**config.mk**
```make
export PLATFORM = sky130hd
export DESIGN_NAME = mon_entry_ctrl
export DESIGN_NICKNAME = d
export VERILOG_FILES = /design/src/rtl/mon_entry_pkg.sv /design/src/rtl/mon_entry_latch.sv /design/src/rtl/mon_clk_div.sv /design/src/rtl/mon_rst_stretch.sv /design/src/rtl/mon_break_tx.sv /design/src/rtl/mon_entry_ctrl.sv
export SDC_FILE = /design/constraint.sdc
export NUM_CORES = 1
export LEC_CHECK = 0
export ABC_AREA = 1
export BUFFER_PORTS_ARGS = -buffer_cell sky130_fd_sc_hd__buf_4
export CAP_MARGIN = 20
export CELL_PAD_IN_SITES_DETAIL_PLACEMENT = 0
export CELL_PAD_IN_SITES_GLOBAL_PLACEMENT = 2
export CORE_MARGIN = 4
export CORE_UTILIZATION = 32
export DETAILED_ROUTE_END_ITERATION = 7
export PLACE_DENSITY = 0.84
export SLEW_MARGIN = 0
export SYNTH_ARGS = -nofsm -noshare
export SYNTH_HDL_FRONTEND = slang
export SYNTH_HIERARCHICAL = 1
export SYNTH_SLANG_ARGS = --single-unit
```
**constraint.sdc**
```tcl
create_clock -name clk_i -period 1.62 [get_ports clk_i]
set_input_delay 0.324 -clock clk_i [delete_from_list [all_inputs] [get_ports clk_i]]
set_output_delay 0.324 -clock clk_i [all_outputs]
set_load 0.1 [all_outputs]
```
**src/rtl/mon_entry_pkg.sv**
```systemverilog
package mon_entry_pkg;

  typedef struct packed {
    logic mon;      // monitor mode entered
    logic ext_rst;  // blank-vector path: stretch internal reset
    logic div1;     // divider bypassed
  } entry_t;

  typedef enum logic [1:0] {RS_WAIT, RS_EXT, RS_DONE} rst_st_e;
  typedef enum logic [1:0] {BK_IDLE, BK_LOW, BK_DONE} brk_st_e;

  // Entry decision; the pin path has priority over the blank path.
  function automatic entry_t decide_entry(input logic hv, input logic sel,
                                          input logic [7:0] hi, input logic [7:0] lo);
    entry_t e;
    logic blank;
    blank     = (hi == 8'hFF) && (lo == 8'hFF);
    e.mon     = hv || blank;
    e.ext_rst = !hv && blank;
    e.div1    = hv && !sel;
    return e;
  endfunction

  function automatic int unsigned break_cycles(input int unsigned bits,
                                               input int unsigned bit_cyc);
    return bits * bit_cyc;
  endfunction

endpackage

```
**src/rtl/mon_entry_latch.sv**
```systemverilog
module mon_entry_latch
  import mon_entry_pkg::*;
(
  input  logic       clk,
  input  logic       por_n,
  input  logic       hv,
  input  logic       sel,
  input  logic [7:0] vec_hi,
  input  logic [7:0] vec_lo,
  output logic       latch_now,
  output logic       take_ext,
  output logic       decided,
  output logic       mon,
  output logic       ext_path,
  output logic       div1
);
  entry_t dec_w;
  entry_t held_q;
  logic   decided_q;

  always_comb dec_w = decide_entry(hv, sel, vec_hi, vec_lo);

  always_ff @(posedge clk or negedge por_n) begin
    if (!por_n) begin
      decided_q <= 1'b0;
      held_q    <= '0;
    end else if (!decided_q) begin
      decided_q <= 1'b1;
      held_q    <= dec_w;
    end
  end

  assign latch_now = !decided_q;
  assign take_ext  = dec_w.ext_rst;
  assign decided   = decided_q;
  assign mon       = held_q.mon;
  assign ext_path  = held_q.ext_rst;
  assign div1      = held_q.div1;
endmodule

```
**src/rtl/mon_clk_div.sv**
```systemverilog
module mon_clk_div (
  input  logic clk,
  input  logic por_n,
  input  logic div1,
  output logic bus_en
);
  logic ph_q;

  always_ff @(posedge clk or negedge por_n) begin
    if (!por_n) ph_q <= 1'b0;
    else        ph_q <= !ph_q;
  end

  assign bus_en = div1 || ph_q;
endmodule

```
**src/rtl/mon_rst_stretch.sv**
```systemverilog
module mon_rst_stretch
  import mon_entry_pkg::*;
#(
  parameter int unsigned XRST_CYCLES = 16
) (
  input  logic clk,
  input  logic por_n,
  input  logic latch_now,
  input  logic take_ext,
  input  logic bus_en,
  output logic int_rst
);
  localparam int unsigned XW = (XRST_CYCLES > 1) ? $clog2(XRST_CYCLES) : 1;
  localparam logic [XW-1:0] XLAST = XW'(XRST_CYCLES - 1);

  rst_st_e        st_q;
  logic [XW-1:0]  cnt_q;

  always_ff @(posedge clk or negedge por_n) begin
    if (!por_n) begin
      st_q  <= RS_WAIT;
      cnt_q <= '0;
    end else begin
      unique case (st_q)
        RS_WAIT: if (latch_now) begin
          st_q  <= take_ext ? RS_EXT : RS_DONE;
          cnt_q <= '0;
        end
        RS_EXT: if (bus_en) begin
          if (cnt_q == XLAST) st_q <= RS_DONE;
          else                cnt_q <= cnt_q + 1'b1;
        end
        default: st_q <= RS_DONE;
      endcase
    end
  end

  assign int_rst = (st_q != RS_DONE);
endmodule

```
**src/rtl/mon_break_tx.sv**
```systemverilog
module mon_break_tx
  import mon_entry_pkg::*;
#(
  parameter int unsigned BIT_CYCLES = 256,
  parameter int unsigned BREAK_BITS = 10
) (
  input  logic clk,
  input  logic por_n,
  input  logic mon,
  input  logic int_rst,
  input  logic bus_en,
  output logic tx,
  output logic ready,
  output logic brk_active,
  output logic bit_tick
);
  localparam int unsigned CW = (BIT_CYCLES > 1) ? $clog2(BIT_CYCLES) : 1;
  localparam int unsigned BW = (BREAK_BITS > 1) ? $clog2(BREAK_BITS) : 1;
  localparam logic [CW-1:0] CLAST = CW'(BIT_CYCLES - 1);
  localparam logic [BW-1:0] BLAST = BW'(BREAK_BITS - 1);

  brk_st_e       st_q;
  logic [CW-1:0] cyc_q;
  logic [BW-1:0] bit_q;
  logic          tx_q;
  logic          ready_q;
  logic          last_w;

  assign bit_tick = (st_q == BK_LOW) && bus_en && (cyc_q == CLAST);
  assign last_w   = bit_tick && (bit_q == BLAST);

  always_ff @(posedge clk or negedge por_n) begin
    if (!por_n) begin
      st_q    <= BK_IDLE;
      cyc_q   <= '0;
      bit_q   <= '0;
      tx_q    <= 1'b1;
      ready_q <= 1'b0;
    end else begin
      ready_q <= last_w;
      unique case (st_q)
        BK_IDLE: if (mon && !int_rst) begin
          st_q  <= BK_LOW;
          tx_q  <= 1'b0;
          cyc_q <= '0;
          bit_q <= '0;
        end
        BK_LOW: if (bus_en) begin
          if (cyc_q == CLAST) begin
            cyc_q <= '0;
            if (bit_q == BLAST) begin
              st_q <= BK_DONE;
              tx_q <= 1'b1;
            end else begin
              bit_q <= bit_q + 1'b1;
            end
          end else begin
            cyc_q <= cyc_q + 1'b1;
          end
        end
        default: tx_q <= 1'b1;
      endcase
    end
  end

  assign tx         = tx_q;
  assign ready      = ready_q;
  assign brk_active = (st_q == BK_LOW);
endmodule

```
**src/rtl/mon_entry_ctrl.sv**
```systemverilog
module mon_entry_ctrl
  import mon_entry_pkg::*;
#(
  parameter int unsigned BIT_CYCLES  = 256,
  parameter int unsigned BREAK_BITS  = 10,
  parameter int unsigned XRST_CYCLES = 16
) (
  input  logic       clk_i,
  input  logic       por_n_i,
  input  logic       hv_irq_i,
  input  logic       clk_sel_i,
  input  logic [7:0] vec_hi_i,
  input  logic [7:0] vec_lo_i,
  output logic       mon_mode_o,
  output logic       bus_en_o,
  output logic       int_rst_o,
  output logic       tx_o,
  output logic       ready_o
);
  logic latch_now_w, take_ext_w, decided_w, mon_w, ext_path_w, div1_w;
  logic bus_en_w, int_rst_w, brk_active_w, bit_tick_w;

  mon_entry_latch u_latch (
    .clk(clk_i), .por_n(por_n_i), .hv(hv_irq_i), .sel(clk_sel_i),
    .vec_hi(vec_hi_i), .vec_lo(vec_lo_i),
    .latch_now(latch_now_w), .take_ext(take_ext_w), .decided(decided_w),
    .mon(mon_w), .ext_path(ext_path_w), .div1(div1_w)
  );

  mon_clk_div u_div (
    .clk(clk_i), .por_n(por_n_i), .div1(div1_w), .bus_en(bus_en_w)
  );

  mon_rst_stretch #(.XRST_CYCLES(XRST_CYCLES)) u_rst (
    .clk(clk_i), .por_n(por_n_i), .latch_now(latch_now_w),
    .take_ext(take_ext_w), .bus_en(bus_en_w), .int_rst(int_rst_w)
  );

  mon_break_tx #(.BIT_CYCLES(BIT_CYCLES), .BREAK_BITS(BREAK_BITS)) u_brk (
    .clk(clk_i), .por_n(por_n_i), .mon(mon_w), .int_rst(int_rst_w),
    .bus_en(bus_en_w), .tx(tx_o), .ready(ready_o),
    .brk_active(brk_active_w), .bit_tick(bit_tick_w)
  );

  assign mon_mode_o = mon_w;
  assign bus_en_o   = bus_en_w;
  assign int_rst_o  = int_rst_w;
endmodule

```
* Yosys cells after proc, flatten, opt, wreduce, memory -nomap -nowiden
Cells that the tools add are included.
** Word-level totals
- Flip-flop bits (word level) :: 26
- Latch bits :: 0
- RAM bits :: 0
- ROM bits :: 0
- Input bits :: 20
- Output and inout bits :: 5
- Word-level logic and storage cells :: 82
- Memories kept :: 0
** Operators by class
- Add/sub/neg operators :: 3
- Multiply operators :: 0
- Divide/modulo/power cells :: 0
- $lt $le $gt $ge :: 0
- Equality and inequality tests :: 17
- Shift-type cells :: 0
- Multiplexer cells :: 28
- Bitwise operators :: 0
- Reduce and logical (&&, ||, !) cells :: 23
** Operator list (number)
- $mux W4 :: 7
- $eq A8 B8 Y1 const B :: 3
- $mux W8 :: 3
- $mux W2 :: 8
- $pmux W4 S2 :: 2
- $pmux W8 S2 :: 1
- $ne A2 B1 Y1 const B :: 6
- $reduce_and A5 Y1 :: 2
- $add A4 B1 Y4 const B :: 2
- $add A8 B1 Y8 const B :: 1
- $eq A4 B4 Y1 const B :: 2
- $ne A2 B2 Y1 const B :: 4
- $pmux W2 S2 :: 2
- $reduce_and A4 Y1 :: 2
- $logic_and A1 B1 Y1 :: 7
- $reduce_and A3 Y1 :: 2
- $eq A2 B1 Y1 const B :: 2
- $logic_not A1 Y1 :: 4
- $logic_not A2 Y1 :: 2
- $mux W1 :: 4
- $reduce_bool A2 Y1 :: 2
- $logic_or A1 B1 Y1 :: 2
- $pmux W1 S2 :: 1

* Longest topological paths before layout
- Word-level depth :: 6
- Mapped depth :: 9
- Mapped depth without buffers :: 9

* Hierarchy
The synthesis kept the hierarchy.
** By module, submodules not included
- mon_break_tx :: times used 1, cells each 116, area each 939.7 µm², sequential area each 401.6 µm²
- mon_rst_stretch :: times used 1, cells each 53, area each 377.9 µm², sequential area each 150.1 µm²
- mon_entry_latch :: times used 1, cells each 47, area each 266.5 µm², sequential area each 100.1 µm²
- mon_clk_div :: times used 1, cells each 4, area each 38.8 µm², sequential area each 25.0 µm²

* Least setup slack after synthesis
No wires, ideal clock.
- Kind :: flip-flop to flip-flop
- From :: register u_rst.st_q[0]
- To :: register u_brk.bit_q[0]
- Setup time :: 122 ps
- Arrival :: 1865 ps
- Setup slack :: -367 ps
- Stages on the path, launching flop included :: 9
- Buffers on the path :: 0
- Cell sequence :: dfrtp_1 > inv_1 > nand2_1 > nor2_1 > nand2_4 > nand2_2 > nand2_2 > nand2_1 > o21ai_2
** Between the ends
- Longest elaborated chain between the ends :: 5
** RTL lines
- start, declared :: line mon_rst_stretch.sv:16 : rst_st_e st_q;
- start signal, assigned :: line mon_rst_stretch.sv:26 : st_q <= take_ext ? RS_EXT : RS_DONE;
- $ne A2 B2 Y1 :: line mon_rst_stretch.sv:38 : assign int_rst = (st_q != RS_DONE);
- named net int_rst_o :: line mon_entry_ctrl.sv:16 : output logic int_rst_o,
- $logic_not A1 Y1 :: line mon_break_tx.sv:42 : BK_IDLE: if (mon && !int_rst) begin
- $logic_and A1 B1 Y1 :: line mon_break_tx.sv:42
- $ne A2 B1 Y1 (no source line)
- $reduce_and A5 Y1 (no source line)
- end signal, assigned :: line mon_break_tx.sv:55 : bit_q <= bit_q + 1'b1;
- end, declared :: line mon_break_tx.sv:24 : logic [BW-1:0] bit_q;
The timed path passes the listed nets, and every way through them passes these cells.
A chain may end at the register's enable or synchronous reset.

* Final worst setup path
- From :: register u_rst.st_q[0]
- To :: output port int_rst_o
** Between the ends
- Longest elaborated chain between the ends :: 1
** RTL lines (line)
- $ne A2 B2 Y1 :: mon_rst_stretch.sv:38
- end, declared :: mon_entry_ctrl.sv:16
No other way between the ends.

==> reports/qor.yml <==
routing:
  wl_per_cell_um: 10.19
  routed_wl_um: 3159
  vias_per_cell: 4.365
  drt_iter0_drc: 22
  firstDrtPassIters: 4
  ant_nets: 0
  drc: 0
  via_count: 1353
clock_tree:
  cts_tree: "done"
  h-tree-depth: 1
  clkTransAtPathRegs_ns: 0.09
  numCtsBuffers: 3
  cts_root_buffer: "clkbuf_8"
  post_cts_buffers: 0
  clk_latency_ns: 0.27
  numClockSinks: 26
  cts_buffer_depth: 2
floorplan:
  die_w_um: 78.22
  coreArea_um2: 4755
  rows: 25
  die_area_um2: 6118
  die_h_um: 78.22
  io_pins: 25
  initial_utilization_pct: 33.18
logic_synthesis:
  syn_nets: 238
  syn_area_per_cell_um2: 7.373
  synth_warnings: 6
  syn_area_um2: 1578
  postSynthCellCount: 214
hold_path:
  min_to: "u_latch/div1$_DFFE_PN0N_"
  hp-class: "input pin to register"
  holdPathStages: 2
  min_from: "clk_sel_i"
pwr:
  combinationalPowerShare_pct: 41.7
  switching_share_pct: 43.13
  switching_power_uw: 990.8
  p_int_uw: 1306
  cellPowerDensity_nw_per_um2: 1199
  peakVddDrop_mv: 0.4604
  power_uw: 2297
  p_seq_share_pct: 40.0
  clkPwrFrac_pct: 18.4
  leakagePower_uw: 0.0009280
critical_path:
  r2r-start: "u_rst/st_q[0]$_DFFE_PN0P_"
  crit_arrival_ns: 1.18
  crit_type: "register to output port"
  worst-r2r-setup-slack_ns: 0.17
  required_ns: 1.30
  cp_max_fo: 3
  reg2reg_depth: 8
  crit_path_end_kind: "output port"
  setup.worst_path.start_class: "register"
  worst_r2r_endpoint: "u_brk/cyc_q[3]$_DFFE_PN0P_"
placement:
  dpl-instance-area_um2: 1851
  dp.cells: 305
  place_hpwl_um: 2514
  finalWeightedCongestion: 0.7727
  place.port_buffers: 24
final_layout:
  syn_to_final_growth_pct: 21.41
  drive_above_1_share_pct: 25.51
  final-instance-count-excl-fill: 310
  diodes: 0
  n_fill_cell: 521
  nets: 268
  fin_area_um2: 1916
timing:
  setup_viol: 0
  fmax_mhz: 666.6
  maxSlewViolCount: 0
  skew_ns: 0.003205
  finalSetupTns_ns: 0
  layout_min_cycle_time_ns: 1.500
  hold_viol: 0
  rsz0062_at_grt: "no"
  min_period_over_period_pct: 92.61
grt:
  grt_max_degree: 27
  antenna_found_initial: 0
  grt_pass1_wl_um: 5885
  grt_pass1_vias: 1416
  grtUsageTotal_pct: 11.67
  grt_overflow: 0
flow_run:
  cap_violations: 0
run_status:
  status: "completed"
layer usage:
metal / track usage [%] / vias to the layer above / share of wire [%]
met4: 5.594 / 0 / 2.2
met2: 20.12 / 28 / 47
li1: - / 726 / -
met1: 14.01 / 595 / 47
met3: 2.064 / 4 / 4.4
met5: 0 / - / 0
worst max-delay path by stage:
stage / start / end / slack [ns]
final: u_rst/st_q[0]$_DFFE_PN0P_ / int_rst_o / 0.12
after global routing: u_rst/st_q[0]$_DFFE_PN0P_ / u_brk/cyc_q[3]$_DFFE_PN0P_ / 0.05
after CTS: u_rst/st_q[0]$_DFFE_PN0P_ / int_rst_o / 0.11
after detailed placement: u_rst/st_q[0]$_DFFE_PN0P_ / u_brk/cyc_q[3]$_DFFE_PN0P_ / 0.21
after global placement: u_rst/st_q[0]$_DFFE_PN0P_ / u_brk/cyc_q[3]$_DFFE_PN0P_ / 0.21
after floorplan: u_rst/st_q[0]$_DFFE_PN0P_ / u_brk/bit_q[0]$_DFFE_PN0P_ / 0.11
final cells by class:
class | instances | area [µm²] | area share (%)
multi-input cells | 163 | 839.6 | 43.83
clock buffers | 4 | 55.05 | 2.874
repair buffers | 25 | 190.2 | 9.928
well taps | 67 | 83.83 | 4.376
flip-flops and latches | 26 | 653.1 | 34.10
inverters | 25 | 93.84 | 4.899
flip-flops by register name, summed over array words and instances, names as in the netlist:
name,cells
u_brk/tx,1
u_rst/cnt_q,4
u_brk/bit_q,4
u_brk/ready,1
u_rst/st_q,2
u_div/ph_q,1
u_latch/div1,1
u_latch/mon,1
u_brk/cyc_q,8
u_latch/decided,1
u_brk/st_q,2
worst max-delay path, stage by stage, from the launching register on:
cell and delay, ns:
dfrtp_1 0.41, inv_1 0.18, nand2_4 0.08, buf_4 0.24
power groups by stage:
stage                     Combinational, µW  Sequential (µW)  Clock [µW]
after global placement                  971              933           0
final                                   957              918         422
after detailed placement                964              936           0
after CTS                               970              923         440
after global routing                   1090              938         467
after floorplan                         653             1010           0
repair_timing:
action / 4_1_cts / 5_1_grt
resized for setup: 0 / 0
endpoints found under the hold margin: 25 / 0
hold buffers: 1 / 0
cells in the final DEF (no fill, tap or decap), drive strengths merged, types with 4 or more instances in the layout:
master	n
o21ai	11
a21oi	5
dfrtp	25
nand2	85
nor2	31
nand3	14
ha	4
clkbuf	4
inv	25
buf	24
through the flow:
step                utilization (%)  hold slack, ns  setup slack [ns]
finish                        40.29          0.2115            0.1198
global route                  40.29          0.1952           0.04526
CTS                           40.29          0.2061            0.1097
detailed placement            38.92          0.2584            0.2111
global placement              38.92          0.2545            0.2113
floorplan                         -         0.02841            0.1109
No activity file was read; power rests on OpenSTA's default activity.
